[config.mk]
export PLATFORM = sky130hd
export DESIGN_NAME = dma_ctl_unit
export DESIGN_NICKNAME = d
export VERILOG_FILES = /design/src/rtl/dma_ctl_pkg.sv /design/src/rtl/dma_align_chk.sv /design/src/rtl/dma_beat_arb.sv /design/src/rtl/dma_chan_core.sv /design/src/rtl/dma_ctl_unit.sv
export SDC_FILE = /design/constraint.sdc
export NUM_CORES = 2
export LEC_CHECK = 0
export BUFFER_PORTS_ARGS = -buffer_cell sky130_fd_sc_hd__buf_4
export CAP_MARGIN = 0
export CELL_PAD_IN_SITES_DETAIL_PLACEMENT = 0
export CELL_PAD_IN_SITES_GLOBAL_PLACEMENT = 1
export CORE_MARGIN = 2
export CORE_UTILIZATION = 51
export CTS_CLUSTER_DIAMETER = 200
export CTS_CLUSTER_SIZE = 20
export DETAILED_ROUTE_END_ITERATION = 6
export GPL_TIMING_DRIVEN = 0
export PLACE_DENSITY = 0.9
export REMOVE_ABC_BUFFERS = 1
export SLEW_MARGIN = 20
export SYNTH_ARGS = -nofsm -noshare
export SYNTH_HDL_FRONTEND = slang
export SYNTH_SLANG_ARGS = --single-unit
[constraint.sdc]
create_clock -name clk -period 7.3 [get_ports clk]
set_clock_uncertainty 0.15 [all_clocks]
set_input_delay 1.095 -clock clk [delete_from_list [all_inputs] [get_ports clk]]
set_output_delay 1.095 -clock clk [all_outputs]
set_load 0.02 [all_outputs]
[src/rtl/dma_ctl_pkg.sv]
// Package: shared encodings and register offsets for the DMA front end.
// Assumes a 32-bit register port and at most four channels in the map.
package dma_ctl_pkg;
    localparam int REG_W = 32;

    typedef enum logic [2:0] {
        SZ_BYTE = 3'b000,
        SZ_HALF = 3'b001,
        SZ_WORD = 3'b010
    } xfer_size_e;

    // word offsets inside a channel window
    localparam logic [2:0] OFF_MODE = 3'd0;
    localparam logic [2:0] OFF_SRC  = 3'd1;
    localparam logic [2:0] OFF_DST  = 3'd2;
    localparam logic [2:0] OFF_CNT  = 3'd3;
    localparam logic [2:0] OFF_CTRL = 3'd4;

    // word offsets inside the global window
    localparam logic [1:0] GOFF_START  = 2'd0;
    localparam logic [1:0] GOFF_STATUS = 2'd1;
    localparam logic [1:0] GOFF_ERR    = 2'd2;
endpackage

[src/rtl/dma_align_chk.sv]
// Alignment checker: decodes the width code into a beat step and reports
// whether source, destination and count satisfy that width's alignment.
// Assumes the operands are full register words; invalid codes never pass.
module dma_align_chk
    import dma_ctl_pkg::*;
(
    input  logic [2:0]       size_code,
    input  logic [REG_W-1:0] src,
    input  logic [REG_W-1:0] dst,
    input  logic [REG_W-1:0] cnt,
    output logic [2:0]       step,
    output logic             ok
);
    logic [1:0] low_or;

    // Collect the low two bits of all three operands.
    always_comb begin
        low_or = src[1:0] | dst[1:0] | cnt[1:0];
    end

    // Decode the step and the alignment verdict.
    always_comb begin
        case (size_code)
            SZ_BYTE: begin step = 3'd1; ok = 1'b1;          end
            SZ_HALF: begin step = 3'd2; ok = !low_or[0];    end
            SZ_WORD: begin step = 3'd4; ok = (low_or == 2'b00); end
            default: begin step = 3'd1; ok = 1'b0;          end
        endcase
    end
endmodule

[src/rtl/dma_beat_arb.sv]
// Fixed-priority arbiter for the shared memory beat port: the lowest set
// request wins. Assumes NCH >= 2 so the index has at least one bit.
module dma_beat_arb #(
    parameter int NCH = 4,
    localparam int CHW = $clog2(NCH)
) (
    input  logic           clk,
    input  logic           rst_n,
    input  logic [NCH-1:0] want,
    output logic [NCH-1:0] grant,
    output logic [CHW-1:0] idx,
    output logic           any
);
    // Isolate the lowest set request bit.
    always_comb begin
        grant = want & (~want + NCH'(1));
        any   = |want;
    end

    // Encode the winning bit into an index.
    always_comb begin
        idx = '0;
        for (int i = NCH - 1; i >= 0; i--) begin
            if (want[i]) idx = CHW'(i);
        end
    end


    grant_onehot_chk: assert property (@(posedge clk) disable iff (!rst_n)
        $onehot0(grant));


    grant_follows_want_chk: assert property (@(posedge clk) disable iff (!rst_n)
        any |-> (grant != '0));
endmodule

[src/rtl/dma_chan_core.sv]
// One DMA channel: holds the mode, address, count and control registers,
// applies the write lock, qualifies the start, and steps the transfer on
// each accepted beat. Assumes the top decodes the channel window and only
// raises beat_ok for the channel that owns the memory port.
module dma_chan_core
    import dma_ctl_pkg::*;
(
    input  logic             clk,
    input  logic             rst_n,
    input  logic             wr_en,
    input  logic [2:0]       wr_off,
    input  logic [3:0]       wr_be,
    input  logic [REG_W-1:0] wr_data,
    input  logic             go,
    input  logic             hw_req,
    input  logic             beat_ok,
    input  logic [2:0]       rd_off,
    output logic [REG_W-1:0] rd_data,
    output logic             active,
    output logic             err_pulse,
    output logic [REG_W-1:0] src_addr,
    output logic [REG_W-1:0] dst_addr,
    output logic [2:0]       size_code
);
    logic [2:0]       size_q;
    logic             sw_q;
    logic [REG_W-1:0] src_q, dst_q, cnt_q;
    logic             en_q, eclr_q, req_q, act_q;

    logic [2:0]       step;
    logic             aligned;
    logic             unlocked, cfg_wr, ctrl_wr, start_try, last_beat;
    logic [REG_W-1:0] step_w;

    dma_align_chk u_align (
        .size_code (size_q),
        .src       (src_q),
        .dst       (dst_q),
        .cnt       (cnt_q),
        .step      (step),
        .ok        (aligned)
    );

    // Qualify register writes, start attempts and the final beat.
    always_comb begin
        step_w    = {{(REG_W-3){1'b0}}, step};
        unlocked  = !act_q && (!en_q || !go);
        cfg_wr    = wr_en && (wr_be == 4'hF) && unlocked && (wr_off != OFF_CTRL);
        ctrl_wr   = wr_en && (wr_off == OFF_CTRL) && wr_be[0];
        start_try = en_q && go && req_q && !act_q && (cnt_q != '0);
        last_beat = beat_ok && act_q && (cnt_q == step_w);
        err_pulse = start_try && !aligned;
    end

    // Configuration registers: software writes when unlocked, beats when running.
    always_ff @(posedge clk) begin
        if (!rst_n) begin
            size_q <= '0;
            sw_q   <= 1'b0;
            src_q  <= '0;
            dst_q  <= '0;
            cnt_q  <= '0;
        end else begin
            if (cfg_wr) begin
                case (wr_off)
                    OFF_MODE: begin size_q <= wr_data[2:0]; sw_q <= wr_data[4]; end
                    OFF_SRC:  src_q <= wr_data;
                    OFF_DST:  dst_q <= wr_data;
                    OFF_CNT:  cnt_q <= wr_data;
                    default:  ;
                endcase
            end
            if (beat_ok && act_q) begin
                src_q <= src_q + step_w;
                dst_q <= dst_q + step_w;
                cnt_q <= cnt_q - step_w;
            end
        end
    end

    // Control state: enable, end-clear, request and active, later events win.
    always_ff @(posedge clk) begin
        if (!rst_n) begin
            en_q   <= 1'b0;
            eclr_q <= 1'b0;
            req_q  <= 1'b0;
            act_q  <= 1'b0;
        end else begin
            if (ctrl_wr) begin
                en_q <= wr_data[0];
                if (!act_q) eclr_q <= wr_data[1];
            end
            if (!sw_q) req_q <= hw_req;
            else if (ctrl_wr) req_q <= wr_data[2];
            if (start_try) begin
                if (aligned) begin
                    act_q <= 1'b1;
                    if (sw_q) req_q <= 1'b0;
                end else begin
                    en_q <= 1'b0;
                end
            end
            if (last_beat) begin
                act_q <= 1'b0;
                if (eclr_q) en_q <= 1'b0;
            end
        end
    end

    // Readback multiplexer for this channel's window.
    always_comb begin
        case (rd_off)
            OFF_MODE: rd_data = {{(REG_W-5){1'b0}}, sw_q, 1'b0, size_q};
            OFF_SRC:  rd_data = src_q;
            OFF_DST:  rd_data = dst_q;
            OFF_CNT:  rd_data = cnt_q;
            OFF_CTRL: rd_data = {{(REG_W-3){1'b0}}, req_q, eclr_q, en_q};
            default:  rd_data = '0;
        endcase
    end

    // Drive the channel outputs.
    always_comb begin
        active    = act_q;
        src_addr  = src_q;
        dst_addr  = dst_q;
        size_code = size_q;
    end


    act_rise_chk: assert property (@(posedge clk) disable iff (!rst_n)
        $rose(act_q) |-> $past(en_q && go && req_q));


    act_fall_chk: assert property (@(posedge clk) disable iff (!rst_n)
        last_beat |=> !act_q);


    end_clear_chk: assert property (@(posedge clk) disable iff (!rst_n)
        (last_beat && eclr_q) |=> !en_q);


    misalign_chk: assert property (@(posedge clk) disable iff (!rst_n)
        err_pulse |=> (!act_q && !en_q));


    mode_lock_chk: assert property (@(posedge clk) disable iff (!rst_n)
        (wr_en && (wr_off == OFF_MODE) && !unlocked) |=> ($stable(size_q) && $stable(sw_q)));


    step_chk: assert property (@(posedge clk) disable iff (!rst_n)
        (beat_ok && act_q) |=> (cnt_q == $past(cnt_q) - $past(step_w)));
endmodule

[src/rtl/dma_ctl_unit.sv]
// Top of the DMA front end: decodes the register port, holds the global
// start and sticky error words, instantiates the channels and routes the
// winning channel to the memory beat port. Assumes 2 <= NCH <= 4 (two
// channel-select address bits) and word-aligned register addresses.
module dma_ctl_unit
    import dma_ctl_pkg::*;
#(
    parameter int NCH = 4,
    localparam int CHW = $clog2(NCH)
) (
    input  logic             clk,
    input  logic             rst_n,
    input  logic             reg_wr,
    input  logic [7:0]       reg_addr,
    input  logic [3:0]       reg_be,
    input  logic [REG_W-1:0] reg_wdata,
    output logic [REG_W-1:0] reg_rdata,
    input  logic [NCH-1:0]   hw_req,
    output logic             mem_req,
    output logic [CHW-1:0]   mem_ch,
    output logic [REG_W-1:0] mem_src,
    output logic [REG_W-1:0] mem_dst,
    output logic [2:0]       mem_size,
    input  logic             mem_ack
);
    logic             go_q;
    logic [NCH-1:0]   err_q;
    logic [NCH-1:0]   act_v, err_set, grant;
    logic [REG_W-1:0] ch_rd  [NCH];
    logic [REG_W-1:0] ch_src [NCH];
    logic [REG_W-1:0] ch_dst [NCH];
    logic [2:0]       ch_sz  [NCH];
    logic             wr_ok, glb_sel, go_wr, err_wr;
    logic [NCH-1:0]   err_clr;
    logic [CHW-1:0]   gidx;
    logic             any_act;

    // Decode global writes.
    always_comb begin
        wr_ok   = reg_wr && (reg_addr[1:0] == 2'b00);
        glb_sel = reg_addr[7];
        go_wr   = wr_ok && glb_sel && (reg_addr[3:2] == GOFF_START) && reg_be[0];
        err_wr  = wr_ok && glb_sel && (reg_addr[3:2] == GOFF_ERR) && reg_be[0];
        err_clr = err_wr ? reg_wdata[NCH-1:0] : '0;
    end

    // Global start bit.
    always_ff @(posedge clk) begin
        if (!rst_n) go_q <= 1'b0;
        else if (go_wr) go_q <= reg_wdata[0];
    end

    // Sticky error flags: write-one-to-clear, new errors take precedence.
    always_ff @(posedge clk) begin
        if (!rst_n) err_q <= '0;
        else err_q <= (err_q & ~err_clr) | err_set;
    end

    for (genvar c = 0; c < NCH; c++) begin : g_ch
        logic sel;
        // Decode this channel's register window.
        always_comb begin
            sel = wr_ok && !glb_sel && (reg_addr[6:5] == 2'(c));
        end

        dma_chan_core u_ch (
            .clk       (clk),
            .rst_n     (rst_n),
            .wr_en     (sel),
            .wr_off    (reg_addr[4:2]),
            .wr_be     (reg_be),
            .wr_data   (reg_wdata),
            .go        (go_q),
            .hw_req    (hw_req[c]),
            .beat_ok   (mem_ack && grant[c]),
            .rd_off    (reg_addr[4:2]),
            .rd_data   (ch_rd[c]),
            .active    (act_v[c]),
            .err_pulse (err_set[c]),
            .src_addr  (ch_src[c]),
            .dst_addr  (ch_dst[c]),
            .size_code (ch_sz[c])
        );
    end

    dma_beat_arb #(.NCH(NCH)) u_arb (
        .clk   (clk),
        .rst_n (rst_n),
        .want  (act_v),
        .grant (grant),
        .idx   (gidx),
        .any   (any_act)
    );

    // Route the winning channel to the memory beat port.
    always_comb begin
        mem_req  = any_act;
        mem_ch   = gidx;
        mem_src  = ch_src[gidx];
        mem_dst  = ch_dst[gidx];
        mem_size = ch_sz[gidx];
    end

    // Register readback multiplexer.
    always_comb begin
        reg_rdata = '0;
        if (glb_sel) begin
            case (reg_addr[3:2])
                GOFF_START:  reg_rdata = {{(REG_W-1){1'b0}}, go_q};
                GOFF_STATUS: reg_rdata = {{(REG_W-NCH){1'b0}}, act_v};
                GOFF_ERR:    reg_rdata = {{(REG_W-NCH){1'b0}}, err_q};
                default:     reg_rdata = '0;
            endcase
        end else if (int'(reg_addr[6:5]) < NCH) begin
            reg_rdata = ch_rd[reg_addr[6:5]];
        end
    end


    err_hold_chk: assert property (@(posedge clk) disable iff (!rst_n)
        ((err_set == '0) && !err_wr) |=> $stable(err_q));


    err_set_wins_chk: assert property (@(posedge clk) disable iff (!rst_n)
        (err_set != '0) |=> ((err_q & $past(err_set)) == $past(err_set)));


    beat_owner_chk: assert property (@(posedge clk) disable iff (!rst_n)
        mem_req |-> act_v[mem_ch]);
endmodule

==> impl_metrics.ini <==
[run_status]
status = complete, but fails checks
violations = design-rule violations

[clocking]
cts-buffers-inserted = 25
cts_resized = 0
cts_max_level = 1
max-clock-path-buffers = 3
post_cts_clock_slew_at_the_launch_and_capture_registers_of_the_worst_setup_and_hold_paths_ns = 0.09
post_cts.repair.setup_buffers = 0
cts_root_buffer = sky130_fd_sc_hd__clkbuf_16
tritoncts_num_sinks = 421
insertion_delay_ns = 0.62
cts.hold.buffers_added = 0
tritoncts = built

[die]
std_cell_rows = 88
total_die_area_um2 = 60200
io_pins = 154
fp.dieH_um = 245
die_extent_in_x_um = 245
start_util_pct = 51.5
core-area_um2 = 57700

[critical_path]
critical-path-max-stage-delay_ns = 0.41
critPathMaxFanout = 74
worst_setup_path_end_kind = primary output
crit_buf_inv = 5
critical-path-top-delay-family = buffers and inverters
worst_ep_required_time_ns = 6.05
crit_path_cell_trace = buf_8 > buf_16 > nor2b_4 > buf_16 > buf_16 > a22oi_1 > a211oi_1 > a21oi_1 > nor2_1 > buf_4
crit_path_start_kind = primary input
cp_common_cell = sky130_fd_sc_hd__buf_16
cp_data_arrival_time_ns = 3.88
timing.setup.critical_path_class = primary input to primary output
crit_slowest_cell = sky130_fd_sc_hd__buf_16

[timing]
hold_viol = 0
tns_ns = 0
setup_repair_after_global_routing_missed_its_margin = false
timing.max_slew.rel_slack_pct = 18.4
post-route-min-period_ns = 5.13
setup_violations = 0
fmaxAchievable_mhz = 195
final_max_slew_viol_count = 0
worst_slew_pin_slew_ns = 1.22
fin_ws_ns = 2.17
final.period_utilization_pct = 70.2

[placement]
place.gp.congestion = 1.05
port_buffers = 153
dpl-instance-area_um2 = 31600
detailed_place_hpwl_um = 99600
placed_cells = 4383
pre_cts_slack_ns = 2.21

[global_route]
grt_use_total_pct = 43.0
grt_pass1_vias = 29100
maximum_number_of_pins_on_one_net_before_global_route_repair = 140
global_route.overflow_total = 0
grt_pass1_wl_um = 195000
grt_antenna_before_repair = 5

[power_and_ir_drop]
max_rail_drop_vdd_mv = 0.180
total_leakage_power_nw = 10.6
power.density_cell_area_nw_per_um2 = 130

[yosys]
avgSynthCellArea_um2 = 7.92
mappedNetlistArea_um2 = 29700
syn-instance-count = 3750
synth_enable_flop_cells = 0
synth.ff_latch_count = 421
synth_async_sr_flop_share_pct = 0
sequential_share_of_the_synthesized_area_pct = 28.4
synth.lib_cells_used.distinct = 85
synthesis.yosys.warnings = 0
dominantRegCellSynth = sky130_fd_sc_hd__dfxtp_1

[drt]
firstDrtPassIters = 7
initialDrtViolationCount = 5962
routed_wl_um = 135000
detail_route.wl_per_cell_um = 30.5
viasPerCell = 7.52
routed-via-count = 33200
antenna_left = 0
drt_drc_violations_left = 7

[cells_and_area]
postLayoutCellArea_um2 = 32200
num_antenna_cells = 0
design.final.nets = 3745
layout-area-overhead-vs-synth_pct = 8.53
layout-drive-gt1-share_pct = 14.5
fin_cells = 4411

[min_path]
hp-class = flop to flop

[run]
timing.max_cap.violations = 0
path summary, 6_finish.rpt:
kind / startpoint / endpoint / slack, ns / depth (start not counted)
setup / recovery: reg_addr[2] / reg_rdata[12] / 2.17 / 10
hold / removal: err_q[2] / err_q[2] / 0.32 / 2
setup reg to reg: g_ch[1].u_ch.active / g_ch[1].u_ch.cnt_q[28] / 3.20 / 6
hold reg to reg: err_q[2] / err_q[2] / 0.32 / 2
Yosys cell counts, drive strengths merged, types with 12 or more instances:
master,n,area (um2)
or3,97,608
and3,64,400
and4,13,114
o21a,17,128
nand4,114,713
a211oi,54,410
nor4,70,494
nand3,263,1320
or4,26,199
o311ai,33,289
a2bb2oi,75,657
fa,12,240
o221ai,14,123
dfxtp,421,8430
mux4,72,1620
a21oi,340,1700
nor3,104,531
a41oi,14,123
ha,36,450
mux2i,18,180
clkbuf,298,1120
xor2,13,114
a31oi,164,1030
buf,40,174
a22oi,91,683
o21ai,112,561
nor3b,13,103
nor2b,13,81.3
a311oi,19,166
nand3b,12,90.1
o211ai,90,676
nand2b,13,81.3
inv,51,191
nand2,385,1450
a32oi,16,140
nor2,180,676
or2,19,119
a221oi,63,552
mux2,133,1500
and2,22,138
tightest hold or removal path: cells and delay by family, from the launching register on:
family | cells | cell delay, ns
compound gates | 1 | 0.05
flops | 1 | 0.32
simple gates | 1 | 0.06
cells in the final DEF (no fill, tap or decap), types with 63 or more instances in the layout:
cell                        Yosys  routed
sky130_fd_sc_hd__mux4_2        72      72
sky130_fd_sc_hd__a2bb2oi_1     75      75
sky130_fd_sc_hd__buf_4          1     164
sky130_fd_sc_hd__mux2_2       133     133
sky130_fd_sc_hd__a22oi_1       91      91
sky130_fd_sc_hd__nor3_1       102      95
sky130_fd_sc_hd__a31oi_1      164     164
sky130_fd_sc_hd__or3_1         96      96
sky130_fd_sc_hd__nor2_1       180     171
sky130_fd_sc_hd__o21ai_0      112     112
sky130_fd_sc_hd__nand3_1      263     263
sky130_fd_sc_hd__nand4_1      114     114
sky130_fd_sc_hd__o211ai_1      90      90
sky130_fd_sc_hd__nand2_1      385     379
sky130_fd_sc_hd__a221oi_1      63      63
sky130_fd_sc_hd__a21oi_1      340     340
sky130_fd_sc_hd__dfxtp_1      421     421
sequential cells by signal, indices dropped and copies added, names as in the netlist:
name                 count
err_q                    4
g_ch.u_ch.active         4
g_ch.u_ch.cnt_q        128
g_ch.u_ch.dst_addr     128
g_ch.u_ch.eclr_q         4
g_ch.u_ch.en_q           4
g_ch.u_ch.req_q          4
g_ch.u_ch.size_code     12
g_ch.u_ch.src_addr     128
g_ch.u_ch.sw_q           4
go_q                     1
cell families (layout without fill, tap and decap cells):
logic type               count (synthesis)  in the layout  synth area share, %
AO/OA/AOI/OAI                         1216           1216                 27.9
XOR/XNOR                                17             17                0.501
adder cells (fa/ha/maj)                 48             48                 2.32
buffers and inverters                  389            285                 5.00
flip-flops                             421            421                 28.4
multiplexers                           223            223                 11.1
AND/OR/NAND/NOR                       1436           1436                 24.8
metrics by stage:
step	power [mW]	hold WS, ns	utilization, %
after global routing	4.25	0.345	55.9
after CTS	4.15	0.324	55.9
after detailed placement	2.69	0.310	54.7
final	4.20	0.321	55.9
after global placement	2.67	0.296	52.9
after floorplan	2.46	0.286	-
metal layers:
| layer | track usage (%) | wire length (um) | vias up | part of all wire (%) |
|---|---|---|---|---|
| li1 | - | - | 14400 | - |
| met1 | 60.1 | 51600 | 15900 | 38 |
| met5 | 0 | 14 | - | 0.010 |
| met2 | 60.7 | 54600 | 2507 | 41 |
| met3 | 13.1 | 21100 | 336 | 16 |
| met4 | 19.2 | 7200 | 2 | 5.4 |
power by group:
part           switching [mW]  internal, mW  total (mW)
combinational           0.270        0.0910       0.361
sequential            0.00259          2.30        2.30
clock                   0.920         0.624        1.54
total                    1.19          3.01        4.20
final cells by class:
cell class	count	area, um2
timing repair buffer	206	1940
tap	765	957
fill	5515	25500
clock buffer	26	629
multi-input combinational	2940	20100
clock inverter	2	28.8
sequential	421	8430
inverter	51	199
Note: power is estimated with default switching activity, not from simulation.
